$ cat src/rtl/spi_flash_cmd_slave.sv
module spi_flash_cmd_slave #(
  parameter int ADDR_BYTES = 3,
  parameter logic [7:0] MFR_ID = 8'h5A,
  parameter logic [7:0] DEV_ID = 8'h3C,
  parameter logic [7:0] JED_TYPE = 8'h25,
  parameter logic [7:0] JED_CAP = 8'h8C
) (
  input  logic                    clk,
  input  logic                    rst_n,
  input  logic                    sck,
  input  logic                    cs_n,
  input  logic                    si,
  output logic                    so,
  output logic                    so_oe,
  output logic                    req_valid,
  output logic [2:0]              req_op,
  output logic [8*ADDR_BYTES-1:0] req_addr,
  output logic [7:0]              req_data,
  input  logic                    req_ack,
  input  logic [7:0]              rd_data
);
  localparam int AW = 8 * ADDR_BYTES;
  localparam logic [3:0] NB_A = 4'(ADDR_BYTES);
  localparam logic [3:0] NB_D = NB_A + 4'd1;
  localparam logic [AW-1:0] LO4K  = AW'(32'h0FFF);
  localparam logic [AW-1:0] LO32K = AW'(32'h7FFF);
  localparam logic [AW-1:0] LO64K = AW'(32'hFFFF);

  localparam logic [7:0] OP_READ = 8'h03, OP_FREAD = 8'h0B, OP_E4K = 8'h20, OP_E32K = 8'h52,
                         OP_E64K = 8'hD8, OP_CE_A = 8'h60, OP_CE_B = 8'hC7, OP_PROG = 8'h02,
                         OP_AAI = 8'hAD, OP_RDSR = 8'h05, OP_RDCF = 8'h35, OP_EWSR = 8'h50,
                         OP_WRSR = 8'h01, OP_WREN = 8'h06, OP_WRDI = 8'h04, OP_ID_A = 8'h90,
                         OP_ID_B = 8'hAB, OP_JEDEC = 8'h9F, OP_BYON = 8'h70, OP_BYOFF = 8'h80;

  localparam logic [2:0] RQ_READ = 3'd0, RQ_PROG = 3'd1, RQ_E4K = 3'd2, RQ_E32K = 3'd3,
                         RQ_E64K = 3'd4, RQ_CHIP = 3'd5, RQ_WRSR = 3'd6;

  logic          sck_q, cs_q;
  logic [2:0]    bit_cnt;
  logic [3:0]    nbytes;
  logic [6:0]    sin;
  logic [7:0]    opc, d0, d1, pdata, sr, cfg, shreg, rbuf;
  logic [AW-1:0] addr, raddr, aai_next;
  logic          wel, ewsr, aai, by_en, busy, pend2, out_act;
  logic [1:0]    seq;

  wire       sck_rise  = sck & ~sck_q & ~cs_n;
  wire       sck_fall  = ~sck & sck_q & ~cs_n;
  wire       cs_rise   = cs_n & ~cs_q;
  wire [7:0] byte_in   = {sin, si};
  wire       byte_done = sck_rise && bit_cnt == 3'd7;
  wire       aai_cont  = aai && opc == OP_AAI;
  wire       short_dat = aai_cont || opc == OP_WRSR;
  wire [3:0] dstart    = short_dat ? 4'd1 : NB_D;
  wire       in_addr   = nbytes != 4'd0 && nbytes <= NB_A && !short_dat;
  wire       is_read   = opc == OP_READ || opc == OP_FREAD;
  wire [7:0] stat      = {sr[7], aai, sr[5:2], wel, busy};
  wire       on_bound  = cs_rise && bit_cnt == 3'd0 && nbytes != 4'd0;
  wire       wr_win    = on_bound && !busy && !req_valid;
  wire       ry_show   = aai && by_en && !out_act;

  assign so    = ry_show ? ~busy : shreg[7];
  assign so_oe = ~cs_n & (out_act | (aai & by_en));

  always_ff @(posedge clk or negedge rst_n) begin
    if (!rst_n) begin
      sck_q <= 1'b0; cs_q <= 1'b1; bit_cnt <= '0; nbytes <= '0; sin <= '0;
      opc <= '0; addr <= '0; d0 <= '0; d1 <= '0;
    end else begin
      sck_q <= sck;
      cs_q  <= cs_n;
      if (cs_n) begin
        bit_cnt <= '0;
        nbytes  <= '0;
      end else if (sck_rise) begin
        sin     <= {sin[5:0], si};
        bit_cnt <= bit_cnt + 3'd1;
        if (bit_cnt == 3'd7) begin
          if (nbytes != 4'hF) nbytes <= nbytes + 4'd1;
          if (nbytes == 4'd0) opc <= byte_in;
          else if (in_addr) addr <= {addr[AW-9:0], byte_in};
          if (nbytes != 4'd0 && nbytes == dstart) d0 <= byte_in;
          if (nbytes != 4'd0 && nbytes == dstart + 4'd1) d1 <= byte_in;
        end
      end
    end
  end

  logic       load_ok, rd_next, idsel;
  logic [7:0] load_val;
  logic [1:0] seq_nxt, jsel;

  always_comb begin
    load_ok = 1'b0; rd_next = 1'b0; load_val = 8'hFF; seq_nxt = seq;
    idsel = (nbytes == NB_D) ? addr[0] : seq[0];
    jsel  = (nbytes == 4'd1) ? 2'd0 : seq;
    unique case (opc)
      OP_READ:  begin load_ok = nbytes >= NB_D;         load_val = rbuf; rd_next = 1'b1; end
      OP_FREAD: begin load_ok = nbytes >= NB_D + 4'd1;  load_val = rbuf; rd_next = 1'b1; end
      OP_RDSR:  begin load_ok = 1'b1; load_val = stat; end
      OP_RDCF:  begin load_ok = 1'b1; load_val = cfg; end
      OP_ID_A, OP_ID_B: begin
        load_ok  = nbytes >= NB_D;
        load_val = idsel ? DEV_ID : MFR_ID;
        seq_nxt  = {1'b0, ~idsel};
      end
      OP_JEDEC: begin
        load_ok = 1'b1;
        case (jsel)
          2'd1:    load_val = JED_TYPE;
          2'd2:    load_val = JED_CAP;
          default: load_val = MFR_ID;
        endcase
        seq_nxt = (jsel == 2'd2) ? 2'd0 : jsel + 2'd1;
      end
      default: load_ok = 1'b0;
    endcase
  end

  always_ff @(posedge clk or negedge rst_n) begin
    if (!rst_n) begin
      shreg <= 8'hFF; out_act <= 1'b0; seq <= '0;
    end else if (cs_n) begin
      out_act <= 1'b0;
    end else if (sck_fall) begin
      if (bit_cnt == 3'd0 && nbytes != 4'd0 && load_ok) begin
        shreg   <= load_val;
        out_act <= 1'b1;
        seq     <= seq_nxt;
      end else begin
        shreg <= {shreg[6:0], 1'b1};
      end
    end
  end

  logic          wr_go;
  logic [2:0]    wr_op;
  logic [AW-1:0] wr_addr;

  always_comb begin
    wr_go = 1'b0; wr_op = RQ_PROG; wr_addr = addr;
    unique case (opc)
      OP_PROG: wr_go = wr_win && wel && nbytes >= NB_D + 4'd1;
      OP_AAI: begin
        if (aai) begin
          wr_go = wr_win && wel && nbytes >= 4'd3;
          wr_addr = aai_next;
        end else begin
          wr_go = wr_win && wel && nbytes >= NB_D + 4'd2;
          wr_addr = {addr[AW-1:1], 1'b0};
        end
      end
      OP_E4K:  begin wr_go = wr_win && wel && nbytes >= NB_D; wr_op = RQ_E4K;  wr_addr = addr & ~LO4K;  end
      OP_E32K: begin wr_go = wr_win && wel && nbytes >= NB_D; wr_op = RQ_E32K; wr_addr = addr & ~LO32K; end
      OP_E64K: begin wr_go = wr_win && wel && nbytes >= NB_D; wr_op = RQ_E64K; wr_addr = addr & ~LO64K; end
      OP_CE_A, OP_CE_B: begin wr_go = wr_win && wel; wr_op = RQ_CHIP; wr_addr = '0; end
      OP_WRSR: begin wr_go = wr_win && (wel || ewsr) && nbytes >= 4'd2; wr_op = RQ_WRSR; wr_addr = '0; end
      default: wr_go = 1'b0;
    endcase
  end

  always_ff @(posedge clk or negedge rst_n) begin
    if (!rst_n) begin
      wel <= 1'b0; ewsr <= 1'b0; aai <= 1'b0; by_en <= 1'b0; busy <= 1'b0; pend2 <= 1'b0;
      pdata <= '0; sr <= '0; cfg <= '0; raddr <= '0; rbuf <= '0; aai_next <= '0;
      req_valid <= 1'b0; req_op <= RQ_READ; req_addr <= '0; req_data <= '0;
    end else begin
      if (req_valid && req_ack) begin
        if (req_op == RQ_READ) begin
          rbuf      <= rd_data;
          req_valid <= 1'b0;
        end else if (pend2) begin
          req_addr <= {req_addr[AW-1:1], 1'b1};
          req_data <= pdata;
          pend2    <= 1'b0;
        end else begin
          req_valid <= 1'b0;
          busy      <= 1'b0;
          if (!aai) wel <= 1'b0;
        end
      end

      if (byte_done && nbytes == NB_A && is_read && !req_valid) begin
        req_valid <= 1'b1;
        req_op    <= RQ_READ;
        req_addr  <= {addr[AW-9:0], byte_in};
        raddr     <= {addr[AW-9:0], byte_in};
      end else if (sck_fall && bit_cnt == 3'd0 && nbytes != 4'd0 && load_ok && rd_next && !req_valid) begin
        req_valid <= 1'b1;
        req_op    <= RQ_READ;
        req_addr  <= raddr + AW'(1);
        raddr     <= raddr + AW'(1);
      end

      if (on_bound) begin
        case (opc)
          OP_WREN:  wel <= 1'b1;
          OP_WRDI:  begin wel <= 1'b0; aai <= 1'b0; end
          OP_EWSR:  ewsr <= 1'b1;
          OP_BYON:  by_en <= 1'b1;
          OP_BYOFF: by_en <= 1'b0;
          default: ;
        endcase
      end

      if (wr_go) begin
        req_valid <= 1'b1;
        req_op    <= wr_op;
        req_addr  <= wr_addr;
        req_data  <= d0;
        busy      <= 1'b1;
        if (opc == OP_AAI) begin
          aai      <= 1'b1;
          pend2    <= 1'b1;
          pdata    <= d1;
          aai_next <= wr_addr + AW'(2);
        end
        if (opc == OP_WRSR) begin
          sr   <= d0 & 8'hBC;
          ewsr <= 1'b0;
          if (nbytes >= 4'd3) cfg <= d1;
        end
      end
    end
  end

  p_wel_gate_r3: assert property (@(posedge clk) disable iff (!rst_n)
    $rose(req_valid) && req_op != RQ_READ |-> $past(wel || ewsr));

  p_req_hold_r13: assert property (@(posedge clk) disable iff (!rst_n)
    req_valid && !req_ack |=> req_valid && $stable(req_addr) && $stable(req_op) && $stable(req_data));

  p_busy_cover_r13: assert property (@(posedge clk) disable iff (!rst_n)
    req_valid && req_op != RQ_READ |-> busy);

  p_erase_align_r7: assert property (@(posedge clk) disable iff (!rst_n)
    req_valid |-> !((req_op == RQ_E4K && req_addr[11:0] != 12'd0) ||
                    (req_op == RQ_E32K && req_addr[14:0] != 15'd0) ||
                    (req_op == RQ_E64K && req_addr[15:0] != 16'd0)));

  p_abort_r4: assert property (@(posedge clk) disable iff (!rst_n)
    cs_rise && bit_cnt != 3'd0 |=> !$rose(req_valid));

  p_aai_pair_r10: assert property (@(posedge clk) disable iff (!rst_n)
    req_valid && req_ack && pend2 |=> req_valid && req_addr[0] && req_op == RQ_PROG);

  p_oe_idle_r14: assert property (@(posedge clk) disable iff (!rst_n)
    cs_n && cs_q |-> !so_oe && !out_act);
endmodule

$ cat config.mk
export PLATFORM = sky130hd
export DESIGN_NAME = spi_flash_cmd_slave
export DESIGN_NICKNAME = d
export VERILOG_FILES = /design/src/rtl/spi_flash_cmd_slave.sv
export SDC_FILE = /design/constraint.sdc
export NUM_CORES = 1
export LEC_CHECK = 0
export BUFFER_PORTS_ARGS = -buffer_cell sky130_fd_sc_hd__buf_2
export CAP_MARGIN = 20
export CORE_ASPECT_RATIO = 0.7
export CORE_MARGIN = 2
export CORE_UTILIZATION = 60
export DETAILED_ROUTE_END_ITERATION = 8
export HOLD_SLACK_MARGIN = 0.1
export PLACE_DENSITY = 0.75
export SYNTH_ARGS = -nofsm -noshare
export SYNTH_HDL_FRONTEND = slang
export SYNTH_SLANG_ARGS = --single-unit
export TNS_END_PERCENT = 50
$ cat constraint.sdc
create_clock -name clk -period 7.4 [get_ports clk]
set_input_delay 0.37 -clock clk [delete_from_list [all_inputs] [get_ports clk]]
set_output_delay 0.37 -clock clk [all_outputs]
set_load 0.02 [all_outputs]
* After elaboration in Yosys (flattened, before gate mapping)
Cells that the tools add are included.
** Storage, ports and cells
- Bits in registers :: 194
- Input bits :: 14
- Output and inout port bits :: 38
- Word-level logic and storage cells :: 237
** Operators by class
- $add $sub $neg :: 6
- Order comparisons :: 6
- Eq/ne operators :: 33
- Muxes and demuxes :: 69
- Bitwise logic cells :: 15
- Reductions and logical operators :: 79
** Operators by type and width (count)
- $mux W24 :: 6
- $pmux W24 S5 :: 1
- $eq A8 B8 Y1 const B :: 7
- $mux W8 :: 5
- $pmux W8 S5 :: 1
- $mux W1 :: 36
- $eq A8 B7 Y1 const B :: 4
- $logic_and A1 B1 Y1 :: 30
- $add A24 B1 Y24 const B :: 1
- $add A24 B2 Y24 const B :: 1
- $eq A8 B3 Y1 const B :: 3
- $reduce_bool A2 Y1 :: 10
- $mux W3 :: 6
- $eq A8 B2 Y1 const B :: 2
- $eq A8 B6 Y1 const B :: 2
- $mux W4 :: 4
- $pmux W8 S2 :: 1
- $reduce_and A2 Y1 :: 8
- $reduce_and A4 Y1 :: 4
- $pmux W3 S5 :: 1
- $reduce_and A3 Y1 :: 5
- $ge A4 B3 Y1 const B :: 3
- $reduce_bool A4 Y1 :: 3
- $reduce_or A3 Y1 :: 4
- 37 further kinds :: 60

* Longest topological paths before layout
Gate-level depths: netlist (run 1).
- Depth in word-level cells :: 12
- Depth in mapped cells :: 14
- Gate-level depth less buffers :: 11

* Least setup slack after synthesis (run 1)
Ideal clock, no wire load.
- Kind :: reg-to-reg
- Start point :: register opc[1]
- End point :: register aai_next[19]
- Library setup time :: 0.122 ns
- Arrival :: 3.631 ns
- Required time :: 7.278 ns
- Slack :: 3.647 ns
- Cell stages (with the launch flop) :: 15
- Buffers on the path :: 4
- Period minus slack after synthesis :: 3.753 ns
- Cells stage by stage :: dfrtp_1 > buf_2 > nand4bb_4 > nor3_2 > buf_4 > clkbuf_1 > buf_1 > nand2_1 > a21oi_1 > ha_1 > inv_1 > a211oi_1 > nand4_1 > or4_1 > a32o_1
** Between the ends
- Longest elaborated chain between the ends :: 4
- Elaborated cells between the ends (all ways) :: 15
- Classes of those cells :: add/sub: 1; eq/ne: 8; mux: 2; reduce/logical: 4
** Ends and longest elaborated chain
- from (decl) :: line 42 : logic [7:0] opc, d0, d1, pdata, sr, cfg, shreg, rbuf;
- from (signal assigned) :: line 80 : if (nbytes == 4'd0) opc <= byte_in;
- $eq A8 B1 Y1, or another cell as far along :: line 142 : unique case (opc)
- $reduce_or A3 Y1 (no source line) or $reduce_or A2 Y1 (tied branches)
- $pmux W24 S5 or $pmux W1 S5 (tied branches) :: line 142
- $add A24 B2 Y24 or $reduce_and A2 Y1 (tied branches)
- to (signal assigned) :: line 216 : aai_next <= wr_addr + AW'(2);
- to (decl) :: line 43 : logic [AW-1:0] addr, raddr, aai_next;
Parallel ways exist; a longest one is shown, timed or not.
A chain may end at the register's enable or synchronous reset.

* Worst setup path in the final report (run 1)
- Start point :: register opc[5]
- End point :: register aai_next[19]
Same word-level chain as after synthesis.

==> results of run 1 <==
==> critical path, stage by stage (launching register included) <==
cell and delay (ps):
dfrtp_1 630, nor4_1 130, buf_4 180, nand3_1 180, and3_1 460, nand2_1 240
a21oi_1 270, ha_1 230, inv_1 90, a211oi_1 510, nand4_1 340, or4_1 580
a32o_1 250
==> power breakdown <==
| part | internal (µW) | switching [µW] |
|---|---|---|
| registers | 1090 | 47.3 |
| logic | 26.0 | 38.5 |
| clock network | 488 | 440 |
| total | 1610 | 526 |
==> final timing paths <==
kind | start | endpoint | slack, ps | depth (start not counted)
setup / recovery | opc[5]$_DFFE_PN0P_ | aai_next[19]$_DFFE_PN0P_ | 3200 | 12
hold / removal | rst_n | pdata[4]$_DFFE_PN0P_ | 40 | 1
setup reg to reg | opc[5]$_DFFE_PN0P_ | aai_next[19]$_DFFE_PN0P_ | 3200 | 12
hold reg to reg | pdata[5]$_DFFE_PN0P_ | pdata[5]$_DFFE_PN0P_ | 470 | 2
max in group asynchronous | rst_n | aai_next[20]$_DFFE_PN0P_ | 5800 | 2
min in group clk | cs_n | cs_q$_DFF_PN1_ | 140 | 1
==> flip-flops by register name, indices dropped and copies added, names as in the netlist, 2 cells and up <==
name,flops
addr,24
aai_next,24
opc,8
pdata,8
nbytes,4
d1,8
req_data,8
seq,2
raddr,24
rbuf,8
req_addr,24
sin,7
req_op,3
cfg,8
sr,5
shreg,8
bit_cnt,3
d0,8
==> placed cells by master (no fill, tap or decap), types with 9 or more instances in the layout <==
master     count
a211o_1       21
a21o_1        30
a21oi_1       18
a22o_1        16
a22oi_1       12
and2_1         9
and3_1        12
buf_2         50
buf_4         14
clkbuf_16     17
dfrtp_1      185
dfstp_2        9
ha_1          13
inv_1         22
mux2_2        77
mux2i_1        9
nand2_1      122
nand3_1       28
nand4_1       14
nor2_1        60
nor3_1        12
nor4_1        14
o21ai_0       56
o31ai_1       11
or4_1         11
xnor2_1       19
xor2_1        14
==> layer usage <==
metal  global-route usage, %  vias up  wire length [µm]
met3                   11.17       47              3285
met4                   7.688        0               445
met1                   54.01     4048             13050
met2                   40.20      414             10580
li1                        -     3626                 -
met5                       0        -                 0
==> kinds of logic after synthesis <==
| logic type | share of synthesized area, % |
|---|---|
| mux | 9.592 |
| compound gates | 16.44 |
| fa+ha+maj | 1.630 |
| flops | 48.76 |
| simple gates | 17.73 |
| buf+inv | 2.947 |
| xor+xnor | 2.897 |
==> what timing repair did <==
item / in CTS / in global routing
hold buffers: 1 / 0
endpoints found under the hold margin: 1 / 0
buffers inserted: 0 / 0
==> layout make-up <==
class,instances,area [µm²],share of cell area [%]
repair buffers,67,406.6,3.677
clock buffers,20,446.7,4.039
well taps,225,281.5,2.546
clock inverters,12,138.9,1.256
multi-input cells,703,4833,43.71
inverters,22,82.58,0.7468
diodes,1,2.502,0.02263
flip-flops and latches,194,4866,44.00
==> synthesized netlist by cell type, types with 14 or more instances <==
cell type,instances,share of area (%)
a211o_1,21,1.8
nor2_1,60,2.3
a22o_1,16,1.4
a21o_1,30,2.3
xor2_1,14,1.2
nor4_1,14,0.88
a21oi_1,19,0.95
nand4_1,14,0.88
nand3_1,28,1.4
mux2_2,77,8.7
clkbuf_1,34,1.3
dfrtp_1,185,46
inv_1,22,0.83
xnor2_1,19,1.7
o21ai_0,56,2.8
nand2_1,122,4.6
==> through the flow <==
stage | setup slack (ps) | utilization (%) | hold WS [ps] | instance area (µm²)
finish | 3197 | 67.85 | 40.08 | 11060
global route | 2981 | 67.83 | 119.3 | 11060
CTS | 3347 | 67.62 | 102.1 | 11020
detailed placement | 3348 | 63.96 | 457.6 | 10430
global placement | 3320 | 63.96 | 449.5 | 10430
floorplan | 3647 | - | 74.41 | 9978
==> flow_summary_export.csv, run 1 <==
group,metric,value,unit
synthesis,syn_area,9978,µm²
sta,finalSetupTns,0,ps
synthesis,synth_warnings,0,
floorplan,die_h,111.9,µm
outcome,status,"finished clean",
routing,via_per_inst,6.539,
clock_tree,htree_levels,4,
setup_path,critPathMaxFanout,12,
power,finalPower,2132,µW
global_routing,gr-total-overflow,0,
routing,drc,0,
synthesis,synth_seq_cells,194,
place,place.gp.congestion,0.9275,
finish,drive_above_1_share,20.24,%
sta,relSlewSlack,30.17,%
sta,grt_setup_unrepaired,"no",
synthesis,syn_nets,995,
sta,final_hold_viol_count,0,
sta,setup_violations,0,
sta,fmax,0.2379,GHz
routing,wl_per_cell,21.99,µm
global_routing,grt_pass1_vias,7581,
sta,fin_crit_sh,56.80,%
synthesis,netlist_instances,968,
floorplan,num_rows,39,
clock_tree,cts-root-buf,"clkbuf_16",
floorplan,start_util,61.22,%
floorplan,dieArea,17690,µm²
finish,layoutNonFillerInstCount,1244,
synthesis,async_flop_share,100.0,%
routing,antenna_left,0,
place,hpwl,19.34,mm
global_routing,grt_use_total,32.65,%
routing,wirelength,27.36,mm
routing,via_count,8135,
clock_tree,clk_pin_slew,80,ps
job,drv_cap,0,
global_routing,grt_pass1_wl,43.84,mm
floorplan,core_region_area,16300,µm²
synthesis,ys_seq_area_share,48.76,%
sta,drv_slew,0,
power,p_leak,0.005427,µW
finish,fillers,1284,
finish,nNetsFinal,1032,
clock_tree,cts_buffers,17,
clock_tree,clk_latency,440,ps
power,power.density,192.8,nW/µm²
floorplan,die_x,158.1,µm
setup_path,critPathRequiredTime,7730,ps
place,dp_cells,1208,
power,vdd_drop_max,0.0001393,V
global_routing,grt_antenna_before_repair,1,
synthesis,syn_area_per_cell,10.31,µm²
floorplan,ios,52,
clock_tree,cts_tree,"done",
setup_path,cp.arrival,4530,ps
place,io_buffers,51,
routing,firstDrtPassIters,6,
setup_path,crit_path_start_kind,"register",
clock_tree,cts.sinks,194,
clock_tree,clock_path_buffers,2,
synthesis,ys_types,69,
hold_path,hp-class,"in -> async",
synthesis,synth_ff_type,"dfrtp_1",
global_routing,grt_max_degree,120,
sta,period_needed,4203,ps
routing,drtIter0Drc,933,
sta,worstMarginPinSlew,1039,ps
clock_tree,cts_resized,0,
finish,syn2layout_area_growth,10.82,%
setup_path,crit_path_end_kind,"register",
synthesis,synth-edff-count,0,
sta,finClkSkew,12.67,ps
setup_path,setup.worst_path.class,"reg -> reg",
(Power assumes the default switching activity.)
==> inputs of run 2 (changes only) <==
- clock period: 7.4 -> 4.3 ns (I/O delays scaled with it)
==> run 2 against run 1 <==
Die area stayed put. Critical path depth did not move. Final cell count is 2.2% higher. Wire length rose by 3.5%. Total power grew 75%. Global-route usage up 1.1 points. Maximum frequency is 7.0% higher. Highest routed layer is now met5. Flip-flop and latch count did not move. Critical path type unchanged. Sequential power increased by 74%.
==> flow_summary_export.csv, run 2 (synthesis gave the netlist of run 1 again) <==
group,metric,value,unit
outcome,status,"finished clean",
sta,setup_violations,0,
global_routing,grt_pass1_wl,44.95,mm
finish,layout_commonest_cell,"dfrtp_1",
global_routing,gr-total-overflow,0,
floorplan,ios,52,
floorplan,die_h,111.9,µm
floorplan,dieArea,17690,µm²
sta,relSlewSlack,36.69,%
global_routing,grt_use_met1,55.34,%
clock_tree,htree_levels,4,
sta,fmax,0.2546,GHz
floorplan,core_region_area,16300,µm²
sta,finalSetupTns,0,ps
routing,firstDrtPassIters,6,
routing,drtIter0Drc,1071,
hold_path,holdCritStartpoint,"si",
global_routing,grt_pass1_vias,7744,
sta,finClkSkew,13.08,ps
routing,via_per_inst,6.452,
setup_path,max_stage_delay,590,ps
global_routing,grt_antenna_before_repair,0,
clock_tree,cts_setup_buffers,0,
sta,grt_setup_unrepaired,"no",
global_routing,grt_use_total,33.72,%
clock_tree,clk_pin_slew,80,ps
sta,worstMarginPinSlew,949.6,ps
job,drv_cap,0,
setup_path,cp.arrival,4260,ps
routing,wirelength,28.32,mm
routing,wl_per_cell,22.28,µm
setup_path,crit_chain,"nor4_1 > nand3_1 > and3_1 > nand2_1 > a21oi_1 > ha_1 > inv_1 > a211oi_1 > buf_4 > nand4_1 > or4_1 > a32o_1",
sta,period_needed,3928,ps
setup_path,critPathMaxFanout,12,
finish,diodes,0,
place,io_buffers,51,
clock_tree,clk_latency,440,ps
finish,fillers,1231,
floorplan,die_x,158.1,µm
finish,syn2layout_area_growth,13.28,%
clock_tree,cts_buffers,17,
routing,antenna_left,0,
hold_path,hp-class,"in -> reg",
clock_tree,cts.sinks,194,
setup_path,crit_path_end_kind,"register",
clock_tree,clock_path_buffers,2,
finish,nNetsFinal,1060,
sta,drv_slew,0,
setup_path,critPathRequiredTime,4630,ps
global_routing,use_met2,43.59,%
global_routing,busiest_layer,"met1",
sta,fin_crit_sh,91.34,%
routing,via_count,8200,
clock_tree,cts_tree,"done",
setup_path,crit_slowest_cell,"dfrtp_1",
routing,drc,0,
floorplan,num_rows,39,
floorplan,start_util,61.22,%
place,hpwl,20.25,mm
sta,final_hold_viol_count,0,
setup_path,setup.worst_path.class,"reg -> reg",
setup_path,reg2reg_from,"opc[5]$_DFFE_PN0P_",
sta,holdWs,155.1,ps
power,power.density,330.1,nW/µm²
finish,drive_above_1_share,21.61,%
global_routing,use_met3,10.20,%
finish,final_cell_mix,"dfrtp_1 (185), nand2_1 (122), mux2_2 (77)",
place,place.gp.congestion,0.9282,
setup_path,crit_path_start_kind,"register",
global_routing,grt_max_degree,121,
clock_tree,cts-root-buf,"clkbuf_16",
power,p_leak,0.005572,µW
setup_path,crit_start,"opc[5]$_DFFE_PN0P_",
power,vdd_drop_max,0.0002392,V
[run 2: cell types whose count changed in the layout (fill, tap and decap cells not counted), moves of 2 or more]
cell           change
buf_4             +18
dlygate4sd3_1     +11
clkinv_8           +4
clkbuf_1           -2
clkinvlp_4         -2
[run 2: report_power, final]
part | switching [µW] | leakage [µW] | internal, µW
combinational | 69.7 | 0.00262 | 52.0
clock | 815 | 0.000300 | 818
sequential | 99.0 | 0.00265 | 1880
[run 2: critical path: cells and delay by family, from the launching register on]
kind / cells / cell delay (ps)
AO/OA/AOI/OAI: 3 / 830
adder cells (fa/ha/maj): 1 / 210
flip-flops: 1 / 590
AND/OR/NAND/NOR: 6 / 1940
buffers and inverters: 2 / 250
[run 2: worst paths after layout]
kind / end / slack (ps) / cells after the start
worst max-delay path: aai_next[19]$_DFFE_PN0P_ / 370 / 12
max in group asynchronous: addr[8]$_DFFE_PN0P_ / 2720 / 3
worst max register to register: aai_next[19]$_DFFE_PN0P_ / 370 / 12
worst min-delay path: d0[0]$_DFFE_PN0P_ / 160 / 2
min in group asynchronous: req_data[4]$_DFFE_PN0P_ / 460 / 2
worst min register to register: pdata[0]$_DFFE_PN0P_ / 470 / 2
[run 2: cell type report]
type	count	area, µm²	share of cell area (%)
sequential	194	4866	43.05
multi-input combinational	703	4838	42.81
timing repair buffer	95	624.3	5.524
clock buffer	19	452.9	4.007
tap	225	281.5	2.491
clock inverter	13	157.7	1.395
inverter	22	82.58	0.7306
[run 2: routing by layer]
layer  share of wire [%]  routed length, µm
met5                0.17                 48
met4                 1.2                348
met3                  11               3244
met2                  39              11180
met1                  48              13500
[run 2: through the flow]
| step | std cells | setup WS (ps) | cell area (µm²) | utilization (%) | power (µW) |
|---|---|---|---|---|---|
| after global routing | 1271 | 87.44 | 11300 | 69.35 | 3838 |
| after CTS | 1271 | 194.5 | 11300 | 69.32 | 3732 |
| after floorplan | 968 | 547.5 | 9978 | - | 2011 |
| after detailed placement | 1227 | 209.1 | 10570 | 64.84 | 2121 |
| final | 1271 | 372.3 | 11300 | 69.35 | 3731 |
| after global placement | 1227 | 398.1 | 10570 | 64.84 | 2118 |
[run 2: repair_timing]
action,CTS,global route
hold buffers,12,0
resized for setup,0,1
hold endpoints to repair,120,0
setup endpoints to repair,0,2
